File: src/rtl/gpio_bank_pkg.sv
package gpio_bank_pkg;

    localparam int PIN_W  = 16;
    localparam int WORD_W = 2 * PIN_W;
    localparam int GRPS_PER_SIDE = 2;
    localparam int OFF_W  = 4;

    localparam logic [OFF_W-1:0] OFF_READBACK = 4'hF;

    typedef enum logic [2:0] {
        K_OE    = 3'd0,
        K_IO    = 3'd1,
        K_AMASK = 3'd2,
        K_ATX   = 3'd3,
        K_ARX   = 3'd4
    } reg_kind_e;

    localparam logic [2:0] KIND_LAST = 3'd4;

    typedef struct packed {
        logic [PIN_W-1:0] oe;
        logic [PIN_W-1:0] io;
        logic [PIN_W-1:0] amask;
        logic [PIN_W-1:0] atx;
        logic [PIN_W-1:0] arx;
    } grp_regs_t;

    function automatic logic [PIN_W-1:0] masked_merge(
        input logic [PIN_W-1:0]  old_v,
        input logic [WORD_W-1:0] word
    );
        logic [PIN_W-1:0] m;
        logic [PIN_W-1:0] v;
        m = word[WORD_W-1:PIN_W];
        v = word[PIN_W-1:0];
        return (old_v & ~m) | (v & m);
    endfunction

endpackage

File: src/rtl/gpio_grp_regs.sv
module gpio_grp_regs
    import gpio_bank_pkg::*;
(
    input  logic              clk,
    input  logic              rst_n,
    input  logic              sel,
    input  logic [2:0]        kind,
    input  logic [WORD_W-1:0] wr_data,
    output grp_regs_t         regs
);

    grp_regs_t r_d;
    grp_regs_t r_q;

    always_comb begin
        r_d = r_q;
        if (sel) begin
            case (reg_kind_e'(kind))
                K_OE:    r_d.oe    = masked_merge(r_q.oe,    wr_data);
                K_IO:    r_d.io    = masked_merge(r_q.io,    wr_data);
                K_AMASK: r_d.amask = masked_merge(r_q.amask, wr_data);
                K_ATX:   r_d.atx   = masked_merge(r_q.atx,   wr_data);
                K_ARX:   r_d.arx   = masked_merge(r_q.arx,   wr_data);
                default: r_d = r_q;
            endcase
        end
    end

    always_ff @(posedge clk or negedge rst_n) begin
        if (!rst_n) begin
            r_q <= '0;
        end else begin
            r_q <= r_d;
        end
    end

    assign regs = r_q;

endmodule

File: src/rtl/gpio_pin_mux.sv
module gpio_pin_mux
    import gpio_bank_pkg::*;
(
    input  grp_regs_t        regs,
    input  logic             tx_active,
    output logic [PIN_W-1:0] pin_out,
    output logic [PIN_W-1:0] pin_oe
);

    logic [PIN_W-1:0] auto_lvl;

    always_comb begin
        auto_lvl = tx_active ? regs.atx : regs.arx;
        pin_out  = (regs.io & ~regs.amask) | (auto_lvl & regs.amask);
        pin_oe   = regs.oe;
    end

endmodule

File: src/rtl/gpio_in_sync.sv
module gpio_in_sync #(
    parameter int WIDTH = 32
) (
    input  logic             clk,
    input  logic             rst_n,
    input  logic [WIDTH-1:0] din,
    output logic [WIDTH-1:0] dout
);

    typedef struct packed {
        logic [WIDTH-1:0] s1;
        logic [WIDTH-1:0] s2;
    } sync_t;

    sync_t s_d;
    sync_t s_q;

    always_comb begin
        s_d.s1 = din;
        s_d.s2 = s_q.s1;
    end

    always_ff @(posedge clk or negedge rst_n) begin
        if (!rst_n) begin
            s_q <= '0;
        end else begin
            s_q <= s_d;
        end
    end

    assign dout = s_q.s2;

endmodule

File: src/rtl/gpio_bank.sv
module gpio_bank
    import gpio_bank_pkg::*;
#(
    parameter int NUM_SIDES = 2,
    localparam int SIDE_W = (NUM_SIDES > 1) ? $clog2(NUM_SIDES) : 1,
    localparam int ADDR_W = SIDE_W + OFF_W,
    localparam int NGRP   = NUM_SIDES * GRPS_PER_SIDE,
    localparam int PADS   = NGRP * PIN_W
) (
    input  logic                 clk,
    input  logic                 rst_n,
    input  logic                 wr_en,
    input  logic                 rd_en,
    input  logic [ADDR_W-1:0]    addr,
    input  logic [WORD_W-1:0]    wr_data,
    output logic [WORD_W-1:0]    rd_data,
    output logic                 rd_valid,
    input  logic [NUM_SIDES-1:0] tx_active,
    input  logic [PADS-1:0]      pad_in,
    output logic [PADS-1:0]      pad_out,
    output logic [PADS-1:0]      pad_oe
);

    logic [SIDE_W-1:0] a_side;
    logic [OFF_W-1:0]  a_off;
    logic [2:0]        a_kind;
    logic              a_kind_ok;

    assign a_side    = addr[ADDR_W-1:OFF_W];
    assign a_off     = addr[OFF_W-1:0];
    assign a_kind    = a_off[OFF_W-1:1];
    assign a_kind_ok = (a_kind <= KIND_LAST);

    logic [PADS-1:0] pad_sync;

    gpio_in_sync #(.WIDTH(PADS)) u_sync (
        .clk   (clk),
        .rst_n (rst_n),
        .din   (pad_in),
        .dout  (pad_sync)
    );

    for (genvar g = 0; g < NGRP; g++) begin : g_grp
        localparam int SIDE = g / GRPS_PER_SIDE;
        localparam logic GSEL = 1'((g % GRPS_PER_SIDE) != 0);

        logic      sel;
        grp_regs_t regs;

        assign sel = wr_en && a_kind_ok
                  && (a_side == SIDE_W'(SIDE))
                  && (a_off[0] == GSEL);

        gpio_grp_regs u_regs (
            .clk     (clk),
            .rst_n   (rst_n),
            .sel     (sel),
            .kind    (a_kind),
            .wr_data (wr_data),
            .regs    (regs)
        );

        gpio_pin_mux u_mux (
            .regs      (regs),
            .tx_active (tx_active[SIDE]),
            .pin_out   (pad_out[g*PIN_W +: PIN_W]),
            .pin_oe    (pad_oe[g*PIN_W +: PIN_W])
        );
    end

    typedef struct packed {
        logic [WORD_W-1:0] data;
        logic              valid;
    } rd_t;

    rd_t rd_d;
    rd_t rd_q;
    logic [WORD_W-1:0] lvl_word;

    always_comb begin
        lvl_word = '0;
        for (int s = 0; s < NUM_SIDES; s++) begin
            if (a_side == SIDE_W'(s)) begin
                lvl_word = pad_sync[s*WORD_W +: WORD_W];
            end
        end
        rd_d.valid = rd_en;
        rd_d.data  = rd_q.data;
        if (rd_en) begin
            rd_d.data = (a_off == OFF_READBACK && int'(a_side) < NUM_SIDES)
                      ? lvl_word : '0;
        end
    end

    always_ff @(posedge clk or negedge rst_n) begin
        if (!rst_n) begin
            rd_q <= '0;
        end else begin
            rd_q <= rd_d;
        end
    end

    assign rd_data  = rd_q.data;
    assign rd_valid = rd_q.valid;

endmodule

File: config.mk
export PLATFORM = sky130hd
export DESIGN_NAME = gpio_bank
export DESIGN_NICKNAME = d
export VERILOG_FILES = /design/src/rtl/gpio_bank_pkg.sv /design/src/rtl/gpio_grp_regs.sv /design/src/rtl/gpio_pin_mux.sv /design/src/rtl/gpio_in_sync.sv /design/src/rtl/gpio_bank.sv
export SDC_FILE = /design/constraint.sdc
export NUM_CORES = 1
export LEC_CHECK = 0
export CELL_PAD_IN_SITES_DETAIL_PLACEMENT = 1
export CELL_PAD_IN_SITES_GLOBAL_PLACEMENT = 1
export CORE_MARGIN = 2
export CORE_UTILIZATION = 51
export DETAILED_ROUTE_END_ITERATION = 8
export DONT_BUFFER_PORTS = 1
export GPL_TIMING_DRIVEN = 0
export PLACE_DENSITY_LB_ADDON = 0.2
export SLEW_MARGIN = 15
export SYNTH_ARGS = -nofsm -noshare
export SYNTH_HDL_FRONTEND = slang
export SYNTH_SLANG_ARGS = --single-unit
File: constraint.sdc
create_clock -name clk -period 1.65 [get_ports clk]
set_clock_uncertainty 0.2 [all_clocks]
set_input_delay 0.165 -clock clk [delete_from_list [all_inputs] [get_ports clk]]
set_output_delay 0.165 -clock clk [all_outputs]
set_load 0.01 [all_outputs]
==> results.yml <==
run_status:
  run_status: "finished with violations"
  violations: "negative hold slack, max-slew violations, negative setup slack"
die:
  core-area_um2: 38900
  die-width_um: 203
  initial_core_util_pct: 52.0
  io_pins: 268
  fp.dieH_um: 203
  rows: 72
  die_area_um2: 41300
sta:
  setup_viol: 35
  period_share_pct: 106
  hold_slack_ns: -0.920
  fin_ws_ns: -0.105
  relSlewSlack_pct: -14.2
  tightest_slew_ns: 1.71
  rsz0062_at_grt: "true"
  final_max_slew_viol_count: 286
  fmax_ghz: 0.570
  period_minus_slack_ns: 1.76
  hold_viol_final: 504
critical_path:
  cp-end-kind: "output port"
  crit_fanout: 2
  critPathArrivalTime_ns: 1.39
  critPathBufInv: 0
  r2r_cells: 3
  startpoint_type: "flop"
  critPathKind: "flop to output port"
  critPathRequiredTime_ns: 1.28
  critPathSlowestCell: "dfrtp_1"
  critical-path-max-stage-delay_ns: 0.39
  crit_chain: "mux2i_2 > a21oi_2"
  path_delay_family: "flip-flops"
  r2r_slack_ns: 0.44
placed_design:
  port_buffers: 0
  pre_cts_ws_ns: -0.830
  dpl.hpwl_mm: 36.1
  place.gp.congestion: 0.792
  dpl_cell_area_um2: 21100
clocking:
  cts_sinks: 481
  h-tree-depth: 2
  cts_buffer_depth: 3
  path_clk_slew_ns: 0.06
  cts_made_buffers: 49
  cts_hold_buf: 166
  clk_latency_ns: 0.60
  cts_root_buffer: "clkbuf_16"
  cts_tree: "yes"
synthesis:
  ys_types: 23
  synth_top_area_share_pct: 59.4
  syn-num-nets: 1763
  yosysSeqAreaShare_pct: 59.4
  ys_top_cells_by_area: "dfrtp_1 (59%), mux2_2 (17%), nor2_1 (5.7%)"
  yosysTopAreaCell: "dfrtp_1"
  syn-cell-area_um2: 20200
  ys_ff_latch: 481
  syn_avg_cell_area_um2: 12.2
  netlist_instances: 1656
  synth-warning-count: 0
drt:
  remaining_drc_errors: 0
  drt_iter0_drc: 768
  wire_per_inst_um: 26.4
  dr_total_vias: 13900
  ant_nets: 0
  first_pass_iters: 5
  viasPerCell: 5.68
  wl_met3_mm: 4.06
  met1_length_mm: 25.6
  drt-total-wl_mm: 64.7
  top_layer: "met5"
  wl_met2_mm: 32.8
global_route:
  grt_first_pass_wirelength_mm: 97.9
  antenna_found_initial: 4
  grt_overflow_total: 0
  grt_max_degree: 482
  grt_usage_pct: 31.7
  first_global_vias: 15700
power:
  finalPower_mw: 29.0
  ir_drop_mv: 1.68
  leakage_nw: 11.1
  powerDensity_nw_per_um2: 1170
finish:
  nNetsFinal: 2001
  stdcell_area_um2: 24900
  area_growth_pct: 22.7
  drive_gt1_share_pct: 33.1
hold_path:
  hold_path_class: "input pin to asynchronous set/reset pin"
run:
  maxCapViolations: 0
## how the worst max path moves through the flow
stage | startpoint | end | cells after the start
2_1_floorplan | addr[3] | flop | 6
3_3_place_gp | tx_active[1] | pad_out[33] | 4
3_5_place_dp | tx_active[1] | pad_out[32] | 4
4_1_cts | flop | pad_out[49] | 2
5_1_grt | flop | pad_out[10] | 2
6_report | flop | pad_out[49] | 2
## report_power, final
part | leakage (nW) | internal [mW] | switching [mW]
registers | 6.20 | 13.0 | 0.842
clock network | 0.747 | 6.22 | 4.80
logic | 4.19 | 1.98 | 2.13
## synth_stat cells (all sizes together)
cell,count
nor2,305
nand3b,32
mux2i,96
clkbuf,88
and3,1
nand4b,1
dfrtp,481
or4b,1
mux2,320
inv,32
and4b,1
nor4bb,3
nor4b,1
o22ai,32
buf,98
nand3,97
a21oi,64
nand4bb,3
## metal layers
metal  vias up  global-route usage (%)
met5         -                       0
met4         2                    11.6
met3       129                    6.60
met2       455                    55.4
met1      7309                    38.9
li1       6021                       -
## cells in the final DEF (no fill, tap or decap), types with 2 or more instances in the layout
cell,synthesis,routed
nor2_4,0,10
nor2_1,305,282
o22ai_1,32,32
clkbuf_16,0,50
buf_4,66,98
clkbuf_4,0,2
nor4bb_1,3,3
clkinv_2,0,7
clkbuf_2,12,21
inv_6,0,2
nor2_2,0,13
clkbuf_1,76,81
nand3_1,97,97
mux2i_1,96,77
buf_6,3,2
mux2i_2,0,18
bufinv_16,0,3
buf_2,22,18
nand4bb_1,3,3
clkbuf_8,0,6
dfrtp_1,481,480
mux2_1,22,2
nand3b_1,32,32
diode_2,0,4
a21oi_2,0,63
mux2_4,0,20
dlygate4sd3_1,0,164
inv_1,32,32
mux2_2,298,298
## what timing repair did
item | in CTS | in global routing
resized for setup | 94 | 32
hold endpoints to repair | 862 | 501
buffers inserted | 14 | 11
pin swaps | 56 | 19
endpoints found under the setup margin | 114 | 151
## stage by stage
step                      util (%)  TNS, ns  std cells
after floorplan                  -    -7.34       1656
after global placement        54.3  -174.07       2174
after detailed placement      54.3  -187.33       2174
after CTS                     63.5    -1.93       2439
after global routing          63.8    -3.29       2449
final                         63.9    -1.32       2450
## cell families after synthesis
group,Yosys count,share of synthesized area [%]
muxes,416,22.5
DFF,481,59.4
buffers and inverters,218,5.59
AOI/OAI and AO/OA,96,2.57
and+or+nand+nor,445,9.86
## final cells by class
class / instances / area [um^2]
fillers: 3752 / 14100
plain buffers: 183 / 1080
multi-input cells: 957 / 7590
well taps: 518 / 648
inverters: 32 / 120
clock inverters: 12 / 143
repair buffers: 190 / 1840
clock buffers: 73 / 1380
diodes: 4 / 10.0
flip-flops and latches: 481 / 12000
No activity file was read; power rests on OpenSTA's default activity.
